## config.mk

```make
export PLATFORM = sky130hd
export DESIGN_NAME = ctr_bank_ctrl
export DESIGN_NICKNAME = d
export VERILOG_FILES = /design/src/rtl/ctr_bank_pkg.sv /design/src/rtl/ctr_glb_regs.sv /design/src/rtl/ctr_ovf_status.sv /design/src/rtl/ctr_rd_mux.sv /design/src/rtl/ctr_bank_ctrl.sv
export SDC_FILE = /design/constraint.sdc
export NUM_CORES = 1
export LEC_CHECK = 0
export ABC_AREA = 1
export BUFFER_PORTS_ARGS = -buffer_cell sky130_fd_sc_hd__buf_2
export CAP_MARGIN = 20
export CELL_PAD_IN_SITES_DETAIL_PLACEMENT = 1
export CELL_PAD_IN_SITES_GLOBAL_PLACEMENT = 1
export CORE_AREA = 2 2 231 233
export DETAILED_ROUTE_END_ITERATION = 7
export DIE_AREA = 0 0 233 235
export PLACE_DENSITY_LB_ADDON = 0.1
export SYNTH_ARGS = -nofsm -noshare
export SYNTH_HDL_FRONTEND = slang
export SYNTH_SLANG_ARGS = --single-unit
```

## constraint.sdc

```tcl
create_clock -name clk_i -period 1.5 [get_ports clk_i]
set_clock_uncertainty 0.2 [all_clocks]
set_input_delay 0.15 -clock clk_i [delete_from_list [all_inputs] [get_ports clk_i]]
set_output_delay 0.15 -clock clk_i [all_outputs]
set_load 0.01 [all_outputs]
```

## src/rtl/ctr_bank_pkg.sv

```systemverilog
package ctr_bank_pkg;
  typedef enum logic [1:0] {
    SEL_EN   = 2'd0,
    SEL_CLR  = 2'd1,
    SEL_FCTL = 2'd2,
    SEL_NONE = 2'd3
  } reg_sel_e;

  localparam int FX_BASE  = 32;
  localparam int NIB_W    = 4;
  localparam logic [3:0] NIB_MASK = 4'b1011;
  localparam int IDX_FAST = 31;
  localparam int IDX_FX   = 30;
  localparam int IDX_NUM_W = 30;
endpackage

```

## src/rtl/ctr_glb_regs.sv

```systemverilog
module ctr_glb_regs
  import ctr_bank_pkg::*;
#(
  parameter int NUM_GP = 4,
  parameter int NUM_FX = 3
) (
  input  logic                    clk_i,
  input  logic                    rst_ni,
  input  logic                    wr_en_i,
  input  logic [1:0]              wr_sel_i,
  input  logic [63:0]             wr_data_i,
  output logic [63:0]             en_o,
  output logic [NIB_W*NUM_FX-1:0] fctl_o,
  output logic [NUM_GP-1:0]       gp_run_o,
  output logic [NUM_FX-1:0]       fx_run_o,
  output logic [NUM_FX-1:0]       fx_pmi_en_o
);
  localparam int FC_W = NIB_W * NUM_FX;

  function automatic logic [63:0] en_mask_f();
    logic [63:0] m = '0;
    for (int i = 0; i < NUM_GP; i++) m[i] = 1'b1;
    for (int j = 0; j < NUM_FX; j++) m[FX_BASE+j] = 1'b1;
    return m;
  endfunction

  localparam logic [63:0] EN_MASK = en_mask_f();
  localparam logic [FC_W-1:0] FC_MASK = {NUM_FX{NIB_MASK}};

  reg_sel_e sel;
  assign sel = reg_sel_e'(wr_sel_i);

  logic [63:0]     en_q;
  logic [FC_W-1:0] fc_q;

  always_ff @(posedge clk_i or negedge rst_ni) begin
    if (!rst_ni) begin
      en_q <= '0;
      fc_q <= '0;
    end else if (wr_en_i) begin
      if (sel == SEL_EN)   en_q <= wr_data_i & EN_MASK;
      if (sel == SEL_FCTL) fc_q <= wr_data_i[FC_W-1:0] & FC_MASK;
    end
  end

  assign en_o     = en_q;
  assign fctl_o   = fc_q;
  assign gp_run_o = en_q[NUM_GP-1:0];

  for (genvar j = 0; j < NUM_FX; j++) begin : g_fx
    logic [NIB_W-1:0] nib;
    assign nib            = fc_q[NIB_W*j +: NIB_W];
    assign fx_run_o[j]    = en_q[FX_BASE+j] & (nib[0] | nib[1]);
    assign fx_pmi_en_o[j] = nib[3];
  end
endmodule

```

## src/rtl/ctr_ovf_status.sv

```systemverilog
module ctr_ovf_status
  import ctr_bank_pkg::*;
#(
  parameter int NUM_GP = 4,
  parameter int NUM_FX = 3
) (
  input  logic              clk_i,
  input  logic              rst_ni,
  input  logic [NUM_GP-1:0] gp_ovf_i,
  input  logic [NUM_FX-1:0] fx_ovf_i,
  input  logic [NUM_GP-1:0] gp_int_en_i,
  input  logic [NUM_FX-1:0] fx_pmi_en_i,
  input  logic              clr_en_i,
  input  logic [63:0]       clr_mask_i,
  output logic [63:0]       status_o,
  output logic              pmi_o
);
  logic [63:0] set_vec;
  logic [63:0] clr_vec;
  logic [63:0] st_q;
  logic        pmi_q;
  logic        pmi_d;

  always_comb begin
    set_vec = '0;
    set_vec[NUM_GP-1:0] = gp_ovf_i;
    set_vec[FX_BASE +: NUM_FX] = fx_ovf_i;
  end

  assign clr_vec = clr_en_i ? clr_mask_i : '0;
  assign pmi_d   = |(gp_ovf_i & gp_int_en_i) | |(fx_ovf_i & fx_pmi_en_i);

  always_ff @(posedge clk_i or negedge rst_ni) begin
    if (!rst_ni) begin
      st_q  <= '0;
      pmi_q <= 1'b0;
    end else begin
      st_q  <= (st_q & ~clr_vec) | set_vec;  // set beats clear
      pmi_q <= pmi_d;
    end
  end

  assign status_o = st_q;
  assign pmi_o    = pmi_q;
endmodule

```

## src/rtl/ctr_rd_mux.sv

```systemverilog
module ctr_rd_mux
  import ctr_bank_pkg::*;
#(
  parameter int NUM_GP = 4,
  parameter int NUM_FX = 3,
  parameter int GP_W   = 40,
  parameter int FX_W   = 36
) (
  input  logic [31:0]             rd_idx_i,
  input  logic [NUM_GP*GP_W-1:0]  gp_cnt_i,
  input  logic [NUM_FX*FX_W-1:0]  fx_cnt_i,
  output logic [63:0]             rd_data_o,
  output logic                    rd_fault_o
);
  logic [IDX_NUM_W-1:0] num;
  logic [63:0]          val;
  logic                 hit;

  assign num = rd_idx_i[IDX_NUM_W-1:0];

  always_comb begin
    val = '0;
    hit = 1'b0;
    if (rd_idx_i[IDX_FX]) begin
      for (int j = 0; j < NUM_FX; j++) begin
        if (num == IDX_NUM_W'(j)) begin
          val = 64'(fx_cnt_i[j*FX_W +: FX_W]);
          hit = 1'b1;
        end
      end
    end else begin
      for (int i = 0; i < NUM_GP; i++) begin
        if (num == IDX_NUM_W'(i)) begin
          val = 64'(gp_cnt_i[i*GP_W +: GP_W]);
          hit = 1'b1;
        end
      end
    end
    if (rd_idx_i[IDX_FAST]) val[63:32] = '0;
  end

  assign rd_data_o  = val;
  assign rd_fault_o = ~hit;
endmodule

```

## src/rtl/ctr_bank_ctrl.sv

```systemverilog
module ctr_bank_ctrl
  import ctr_bank_pkg::*;
#(
  parameter int NUM_GP = 4,
  parameter int NUM_FX = 3,
  parameter int GP_W   = 40,
  parameter int FX_W   = 36
) (
  input  logic                    clk_i,
  input  logic                    rst_ni,
  input  logic                    wr_en_i,
  input  logic [1:0]              wr_sel_i,
  input  logic [63:0]             wr_data_i,
  input  logic [NUM_GP*GP_W-1:0]  gp_cnt_i,
  input  logic [NUM_FX*FX_W-1:0]  fx_cnt_i,
  input  logic [NUM_GP-1:0]       gp_ovf_i,
  input  logic [NUM_FX-1:0]       fx_ovf_i,
  input  logic [NUM_GP-1:0]       gp_int_en_i,
  input  logic [31:0]             rd_idx_i,
  output logic [63:0]             glb_en_o,
  output logic [63:0]             ovf_status_o,
  output logic [4*NUM_FX-1:0]     fx_ctrl_o,
  output logic [NUM_GP-1:0]       gp_run_o,
  output logic [NUM_FX-1:0]       fx_run_o,
  output logic                    pmi_o,
  output logic [63:0]             rd_data_o,
  output logic                    rd_fault_o
);
  logic [NUM_FX-1:0] fx_pmi_en;
  logic              clr_en;

  assign clr_en = wr_en_i && (reg_sel_e'(wr_sel_i) == SEL_CLR);

  ctr_glb_regs #(.NUM_GP(NUM_GP), .NUM_FX(NUM_FX)) u_regs (
    .clk_i       (clk_i),
    .rst_ni      (rst_ni),
    .wr_en_i     (wr_en_i),
    .wr_sel_i    (wr_sel_i),
    .wr_data_i   (wr_data_i),
    .en_o        (glb_en_o),
    .fctl_o      (fx_ctrl_o),
    .gp_run_o    (gp_run_o),
    .fx_run_o    (fx_run_o),
    .fx_pmi_en_o (fx_pmi_en)
  );

  ctr_ovf_status #(.NUM_GP(NUM_GP), .NUM_FX(NUM_FX)) u_status (
    .clk_i       (clk_i),
    .rst_ni      (rst_ni),
    .gp_ovf_i    (gp_ovf_i),
    .fx_ovf_i    (fx_ovf_i),
    .gp_int_en_i (gp_int_en_i),
    .fx_pmi_en_i (fx_pmi_en),
    .clr_en_i    (clr_en),
    .clr_mask_i  (wr_data_i),
    .status_o    (ovf_status_o),
    .pmi_o       (pmi_o)
  );

  ctr_rd_mux #(.NUM_GP(NUM_GP), .NUM_FX(NUM_FX), .GP_W(GP_W), .FX_W(FX_W)) u_rd (
    .rd_idx_i   (rd_idx_i),
    .gp_cnt_i   (gp_cnt_i),
    .fx_cnt_i   (fx_cnt_i),
    .rd_data_o  (rd_data_o),
    .rd_fault_o (rd_fault_o)
  );
endmodule

```

==> results of run 1 <==
==> area by class of cell <==
| class | count | share of cell area, % |
|---|---|---|
| antenna | 16 | 0.300 |
| clock buffer | 10 | 1.71 |
| clock inverter | 5 | 0.234 |
| inverter | 223 | 6.33 |
| multi-input combinational | 816 | 32.7 |
| sequential | 81 | 15.2 |
| tap | 688 | 6.45 |
| timing repair buffer | 674 | 37.1 |
==> repair_timing <==
action | 4_1_cts | 5_1_grt
setup endpoints to repair | 41 | 44
pin swaps | 36 | 26
endpoints found under the hold margin | 162 | 0
buffers inserted | 13 | 1
resized for setup | 100 | 78
hold buffers | 83 | 0
gates cloned | 5 | 5
==> placed cells by master, fill, tap and decap left out, types with 4 or more instances in the layout <==
cell type      count
diode_2           16
buf_12            33
nor2_2            10
o21ai_0           84
nand3_2           52
a21oi_2            5
clkinv_2           4
a21boi_0          32
inv_2              8
buf_2            462
buf_4             30
buf_8              6
nand3b_1          64
inv_1            211
nand3_1           93
a21oi_1            8
clkbuf_16         14
conb_1            84
nand2_2           35
buf_6             50
nor2_4            18
nand2_4            8
nand2_1          302
dlygate4sd3_1     83
nor2_1             9
dfrtp_1           81
buf_16             4
==> routing by layer <==
metal | vias up | GRT usage, %
met3 | 63 | 5.13
met5 | - | 0
met4 | 26 | 2.70
met2 | 347 | 31.3
met1 | 4661 | 19.5
li1 | 4734 | -
==> metrics by stage <==
stage | setup TNS, ps | util, % | hold slack [ps] | power, uW
floorplan | -5510 | - | -346 | 3020
global placement | -26150 | 21.4 | -100 | 3730
detailed placement | -26160 | 21.4 | -99.3 | 3730
CTS | -23500 | 24.8 | 71.6 | 6030
global route | -27050 | 25.5 | 99.7 | 6300
finish | -22260 | 25.6 | 64.1 | 5930
==> critical path, delay by kind of cell <==
kind / cells / cell delay, ps
buf+inv: 7 / 840
simple gates: 8 / 740
==> logic make-up after synthesis <==
kind of cell | count (synthesis) | share of synthesized area (%)
and+or+nand+nor | 594 | 36.8
other | 1 | 0.0506
DFF | 81 | 27.3
AOI/OAI and AO/OA | 138 | 10.6
buffers and inverters | 377 | 25.3
==> worst max-delay path by stage <==
stage / endpoint / cells past startpoint / slack (ps)
6_report: rd_data_o[5] / 15 / -610
5_1_grt: rd_data_o[5] / 15 / -720
3_3_place_gp: rd_data_o[5] / 12 / -700
3_5_place_dp: rd_fault_o / 11 / -720
4_1_cts: rd_data_o[39] / 15 / -610
2_1_floorplan: rd_data_o[11] / 11 / -160
==> sequential cells by signal, indices dropped and copies added, names as in the netlist <==
name,flops
u_status.pmi_o,1
u_regs.en_o,7
u_status.status_o,64
u_regs.fctl_o,9
==> power groups by stage <==
stage	Combinational [uW]	Clock, uW	Sequential, uW
finish	1540	2040	2350
global route	1710	2220	2360
detailed placement	1330	0	2400
floorplan	631	0	2390
CTS	1530	2140	2360
global placement	1330	0	2400
==> flow_summary.toml, run 1 <==
[floorplan]
pin_count = 593
die-area_sq_um = 54800
core-area_sq_um = 52200
start_util_pct = 14.2
num_rows = 84
die_w_microns = 233
die_h_microns = 235

[run]
maxCapViolations = 0

[power]
p_seq_share_pct = 39.7
max-vdd-ir-drop_mv = 0.418
clkPwrFrac_pct = 34.4
p_int_uw = 4160
switching_power_uw = 1770
p_leak_uw = 0.00800
p_sw_share_pct = 29.9
power_density_nw_per_um2 = 444
pwr-share-comb_pct = 26.0

[grt]
antenna_found_initial = 32
track_usage_pct = 17.0
grt_first_pass_wirelength_mm = 69.7
globalRouteOverflowTotal = 0
grt_pass1_vias = 10700
grt_max_degree = 36

[place]
gp_congestion = 0.808
dp_hpwl_mm = 38.6
placed_cell_area_sq_um = 11200
io_buffers = 508
place_inst = 2380
post-place-ws_ps = -721

[worst_setup_path]
cp_max_fo = 11
rr_startpoint = "u_status.status_o[2]"
cp.arrival_ps = 1760
slowest_delay_ps = 200
path_class = "in -> out"
critPathMostFrequentCell = "nor2_4"
rr_worst_depth = 3
cpMaxStageDelayCell = "buf_12"
crit_path_start_kind = "input pin"
cp-startpoint = "rd_idx_i[13]"
end_kind = "output port"
worstReg2RegEnd = "u_status.status_o[2]"
path_cells = "buf_2, nor2_4, nand2_2, nor2_4, buf_12, inv_4, nor2_4, buf_12, buf_16, nand3b_1, nand2_1, inv_1, nand2_1, nand3_2, buf_6"
rrSetupSlack_ps = 110
crit_required_ps = 1150

[layout]
final_layout_size_suffix_gt1_share_pct = 41.4
seqCellArea_sq_um = 2030
final_nets = 2185
syn2layout_area_growth_pct = 80.1
multi_input_area_sq_um = 4370
stdcell_count = 2513
fillers = 6466
stdcell_area_sq_um = 13400

[detailed_routing]
via_per_inst = 3.91
wl_met3_mm = 3.88
drt_wl_total_mm = 48.5
ant_nets = 0
top_layer_used = "met5"
drcViolationCount = 0
dr.pass1.iters = 4
drt_iter0_markers = 352
detail_route.wl_per_cell_microns = 19.3
wirelength_met1_mm = 19.1
vias = 9831
route.met2.wl_mm = 24.8

[clock_network]
clkTransAtPathRegs_ps = 70
clk_latency_ps = 340
root_buffer = "clkbuf_16"
numCtsBuffers = 9
cts_tree = "built"
clock_path_buffers = 2
clock_sinks = 81
htreeDepth = 3

[outcome]
status = "finished with violations"
violations = "negative setup slack"

[yosys]
ys_seq_area_share_pct = 27.3
synth_cells = 1191
synthArstFlopShare_pct = 100
synth_edf_count = 0
synth_ff_type = "dfrtp_1"
ys_warn_count = 0
syn_area_per_cell_sq_um = 6.23
ys_types = 28
synth_top_area_cell = "dfrtp_1"
synth.ff_latch_count = 81
synth.top_cell.area_share_pct = 27.3
netlist_area_sq_um = 7420
yosysMostFrequentCell = "nand2_1"
synthTopCellsByCount = "342 x nand2_1, 219 x inv_1, 145 x nand3_1, 95 x buf_4, 84 x o21ai_0"
synth_area_leaders = "dfrtp_1 27%, nand2_1 17%, inv_1 11%, nand3_1 9.8%, buf_4 9.6%"

[min_path]
hold_start = "wr_en_i"
hold_end = "u_regs.en_o[34]"
whs_path_depth = 3
hp-class = "in -> reg"

[sta]
timing.final.ws_setup_ps = -612
finalCritPeriodShare_pct = 141
rsz0062_at_grt = "true"
report.final.slew_viol_count = 0
fin_crit_ps = 2110
hold_viol_final = 0
fmax_mhz = 474
setup_violations = 41
No activity file was read; power rests on OpenSTA's default activity.
==> run 2: changes to the inputs <==
- CELL_PAD_IN_SITES_DETAIL_PLACEMENT: 1 -> 2
- CELL_PAD_IN_SITES_GLOBAL_PLACEMENT: 1 -> 2
- CORE_AREA: 2 2 231 233 -> 2 2 232 234
- CTS_CLUSTER_DIAMETER: not set -> 40
- DIE_AREA: 0 0 233 235 -> 0 0 234 236
==> run 2 against run 1 <==
The flow still finishes with violations (negative setup slack). Cell area up 2.3%. First-iteration DRC count decreased by 35%. Clock-buffer cell count unchanged. Die area up 0.86%. Register-to-register slack got worse by 40 ps. Sequential cell count unchanged. Sequential power hardly changed. Routed wire length increased by 3.6%. Via count increased by 0.17%. Non-clock buffer count up 15. Fmax is 3.1% lower. Power is 7.0% higher.
==> flow_summary.toml, run 2 (synthesized netlist as in run 1, its figures left out) <==
[layout]
largest_reg_flops = 64
syn2layout_area_growth_pct = 84.2
final_layout_size_suffix_gt1_share_pct = 42.1
postLayoutCoreUtil_pct = 25.7
final_cell_mix = "470 x buf_2, 290 x nand2_1, 211 x inv_1"
final_nets = 2200
final_common_cell = "buf_2"

[sta]
hold_viol_final = 0
report.final.slew_viol_count = 0
setup_violations = 41
fmax_mhz = 459
rsz0062_at_grt = "true"
fin_crit_ps = 2180
setup_tns_ps = -25670
finalCritPeriodShare_pct = 145
timing.final.ws_setup_ps = -680

[clock_network]
clk_latency_ps = 350
cts_tree = "built"
clock_sinks = 81
htreeDepth = 3
clock_path_buffers = 2
numCtsBuffers = 9
clkTransAtPathRegs_ps = 80
root_buffer = "clkbuf_16"

[worst_setup_path]
crit_path_start_kind = "input pin"
cp_max_fo = 8
slowest_delay_ps = 190
cp.arrival_ps = 1830
cpMaxStageDelayCell = "buf_12"
path_cells = "buf_6, nor2_4, nand2_2, nor2_4, buf_12, buf_12, nand2_8, nor2_4, buf_12, buf_12, nand2_1, nand3_1, nand2_1, nand3_2, buf_2"
path_class = "in -> out"
crit_required_ps = 1150
critPathMostFrequentCell = "buf_12"
end_kind = "output port"

[floorplan]
die_w_microns = 234
die-area_sq_um = 55200
core-area_sq_um = 53100
num_rows = 85
pin_count = 593
start_util_pct = 14.0
die_h_microns = 236

[power]
pwr-share-comb_pct = 25.3
p_sw_share_pct = 30.1
p_leak_uw = 0.00818
max-vdd-ir-drop_mv = 0.484
clkPwrFrac_pct = 37.7
power_density_nw_per_um2 = 465
p_seq_share_pct = 37.0
switching_power_uw = 1910
p_int_uw = 4440

[grt]
grt_max_degree = 45
antenna_found_initial = 24
track_usage_pct = 17.0
grt_pass1_vias = 10700
globalRouteOverflowTotal = 0
grt_first_pass_wirelength_mm = 69.4

[detailed_routing]
detail_route.wl_per_cell_microns = 19.8
via_per_inst = 3.88
drt_wl_total_mm = 50.3
drt_iter0_markers = 228
drcViolationCount = 0
ant_nets = 0
dr.pass1.iters = 4
vias = 9848

[outcome]
violations = "negative setup slack"
status = "finished with violations"

[min_path]
hp-class = "in -> async"

[run]
maxCapViolations = 0

[place]
dp_hpwl_mm = 38.9
io_buffers = 508
post-place-ws_ps = -773
gp_congestion = 0.785
-- run 2: cell count changes in the layout (fill, tap and decap cells not counted), moves of 3 or more --
cell	previous run	this run
nand2_2	35	45
clkbuf_16	14	20
nor2_4	18	12
nand2_1	302	290
nor2_1	9	17
buf_12	33	39
nand3_2	52	48
clkinv_2	4	1
buf_8	6	2
nand3_1	93	97
buf_2	462	470
-- run 2: layout make-up --
class                      count  area [sq um]
inverter                     223           846
tap                          696           871
antenna                       16          40.0
multi-input combinational    816          4370
clock buffer                  10           239
clock inverter                 6          75.1
timing repair buffer         689          5190
sequential                    81          2030
fill                        6371         39400
-- run 2: power groups by stage --
stage                     Sequential [uW]  Clock (uW)  Combinational, uW
after CTS                            2360        2480               1560
after global placement               2390           0               1360
after floorplan                      2390           0                631
after global routing                 2360        2560               1780
after detailed placement             2400           0               1370
final                                2350        2390               1610
-- run 2: what timing repair did --
action	in CTS	in global routing
endpoints found under the setup margin	42	46
gates resized for setup	48	119
cloned	6	13
hold buffers	81	0
setup buffers	12	7
hold endpoints to repair	162	0
pin swaps	13	54
-- run 2: layer usage --
layer | vias up | GRT usage [%] | routed length [microns]
li1 | 4771 | - | -
met1 | 4714 | 20.1 | 20800
met5 | - | 0 | 91
met2 | 310 | 31.0 | 25900
met4 | 14 | 3.15 | 479
met3 | 39 | 3.95 | 3030
-- run 2: path summary, 6_finish.rpt --
kind                                       start               endpoint  slack (ps)  depth (start not counted)
max                                 rd_idx_i[11]          rd_data_o[15]        -680                         15
min                                       rst_ni  u_status.status_o[13]          50                          2
max reg2reg                u_status.status_o[32]  u_status.status_o[32]          70                          3
min reg2reg                u_status.status_o[22]  u_status.status_o[22]         300                          2
max in group asynchronous                 rst_ni  u_status.status_o[42]         510                          3
min in group clk_i                       wr_en_i         u_regs.en_o[0]          90                          3
-- run 2: stage by stage --
| stage | instance area (sq um) | hold WS (ps) | instances | power [uW] |
|---|---|---|---|---|
| after floorplan | 8040 | -346 | 1274 | 3020 |
| after global placement | 11300 | -83.2 | 2388 | 3750 |
| after detailed placement | 11300 | -88.9 | 2388 | 3770 |
| after CTS | 12800 | 57.1 | 2503 | 6390 |
| after global routing | 13600 | 84.8 | 2528 | 6690 |
| final | 13700 | 52.9 | 2537 | 6340 |
-- run 2: critical path: cells and delay by family --
family | cells | cell delay, ps
buf+inv | 6 | 790
simple gates | 9 | 860
==> run 3: changes to the inputs <==
- CORE_AREA: 2 2 232 234 -> 4 4 227 229
- DIE_AREA: 0 0 234 236 -> 0 0 231 233
- clock period: 1.5 -> 1.9 ns (I/O delays scaled with it)
==> run 3 against run 2 <==
The run still ends with negative setup slack left. First-iteration DRC count up 49%. Register-to-register slack better by 430 ps. Global-route usage up 0.93 points. Non-clock buffer count down 25. Die area down 2.5%. Combinational power fell by 22%. Critical endpoint is now rd_data_o[27]. Largest power group unchanged. Highest routed layer unchanged.
==> flow_summary.toml, run 3 (synthesized netlist as in run 1, its figures left out) <==
[outcome]
violations = "negative setup slack"
status = "finished with violations"

[power]
max-vdd-ir-drop_mv = 0.405
power_density_nw_per_um2 = 382
p_leak_uw = 0.00794

[grt]
grt_first_pass_wirelength_mm = 72.6
track_usage_pct = 17.9
grt_pass1_vias = 10800
grt_max_degree = 82
globalRouteOverflowTotal = 0
antenna_found_initial = 25

[sta]
timing.final.ws_setup_ps = -300
fmax_mhz = 454
report.final.slew_viol_count = 0
slew-limit-headroom_pct = 63.3
setup_tns_ps = -10540
worst_slew_pin_slew_ps = 550
rsz0062_at_grt = "true"
finalCritPeriodShare_pct = 116
fin_crit_ps = 2200
hold_viol_final = 0
setup_violations = 41

[worst_setup_path]
path_class = "in -> out"
crit_required_ps = 1510
cp_max_fo = 6
crit_path_start_kind = "input pin"
cp.arrival_ps = 1810
end_kind = "output port"

[detailed_routing]
via_per_inst = 3.98
drt_iter0_markers = 340
ant_nets = 0
drt_wl_total_mm = 51.9
drcViolationCount = 0
vias = 9876
detail_route.wl_per_cell_microns = 20.9
dr.pass1.iters = 4

[clock_network]
clock_sinks = 81
numCtsBuffers = 9
clock_path_buffers = 2
clk_latency_ps = 340
clkTransAtPathRegs_ps = 70
htreeDepth = 3
cts_tree = "built"
root_buffer = "clkbuf_16"

[run]
maxCapViolations = 0

[floorplan]
pin_count = 593
die-area_sq_um = 53800
num_rows = 82
die_h_microns = 233
die_w_microns = 231
core-area_sq_um = 49700
start_util_pct = 14.9

[layout]
final_nets = 2175
syn2layout_area_growth_pct = 80.1
fillers = 6072
final_common_cell = "buf_2"
largest_reg_flops = 64
final_layout_size_suffix_gt1_share_pct = 41.2
stdcell_count = 2483
final_cell_mix = "472 x buf_2, 280 x nand2_1, 204 x inv_1"

[min_path]
hp-class = "in -> reg"

[place]
place_inst = 2340
dp_hpwl_mm = 39.0
io_buffers = 508
gp_congestion = 0.775
post-place-ws_ps = -494
==> run 3: power breakdown <==
part / leakage [uW] / switching (uW) / total, uW / internal (uW)
combinational: 0.00671 / 620 / 1250 / 628
sequential: 0.00107 / 75.8 / 1860 / 1790
clock: 0.000158 / 786 / 1990 / 1200
==> run 3: path summary, 6_finish.rpt <==
check / cells after the start / end / slack, ps / from
max in group asynchronous: 3 / u_status.status_o[21] / 900 / rst_ni
worst min-delay path: 4 / u_status.pmi_o / 10 / gp_int_en_i[2]
min in group asynchronous: 3 / u_status.status_o[43] / 200 / rst_ni
worst max register to register: 3 / u_status.status_o[2] / 500 / u_status.status_o[2]
worst max-delay path: 15 / rd_data_o[27] / -300 / rd_idx_i[12]
worst min register to register: 2 / u_status.status_o[39] / 300 / u_status.status_o[39]
==> run 3: per-layer routing <==
layer  track usage, %  up-vias  part of all wire (%)
met5                0        -                  0.32
met4             3.12       26                   1.3
met3             5.46       51                   7.8
met2             32.5      335                    51
met1             21.0     4744                    39
li1                 -     4720                     -
==> run 3: area by class of cell <==
class | instances | area (sq um) | share of cell area (%)
Antenna cell | 11 | 27.5 | 0.206
Clock buffer | 11 | 243 | 1.82
Clock inverter | 5 | 87.6 | 0.656
Inverter | 223 | 846 | 6.33
Multi-Input combinational cell | 816 | 4340 | 32.5
Sequential cell | 81 | 2030 | 15.2
Tap cell | 672 | 841 | 6.30
Timing Repair Buffer | 664 | 4940 | 37.0
==> run 3: timing repair <==
item,4_1_cts,5_1_grt
pin swaps,37,47
setup endpoints to repair,41,42
gates cloned,11,7
hold buffers,79,1
gates resized for setup,100,143
endpoints found under the hold margin,161,1
setup buffers,17,6
==> run 3: critical path, cell delays in order <==
cell	delay [ps]
buf_6	100
nor2_4	100
nand2_2	80
nor2_4	130
buf_12	140
buf_6	100
nand2_4	50
nor2_8	150
inv_4	50
nor2_4	120
buf_12	150
clkbuf_16	170
nand2_1	60
nand3_1	70
buf_2	130
==> run 3: per-stage QoR <==
| stage | power, uW | utilization (%) | area (sq um) | hold slack [ps] |
|---|---|---|---|---|
| 5_1_grt | 5400 | 26.9 | 13300 | 11.7 |
| 4_1_cts | 5130 | 25.6 | 12700 | 51.3 |
| 3_3_place_gp | 2920 | 21.5 | 10700 | 78.3 |
| 3_5_place_dp | 2940 | 21.5 | 10700 | 78.0 |
| 6_report | 5100 | 26.9 | 13400 | 10.1 |
| 2_1_floorplan | 2380 | - | 7730 | -306 |
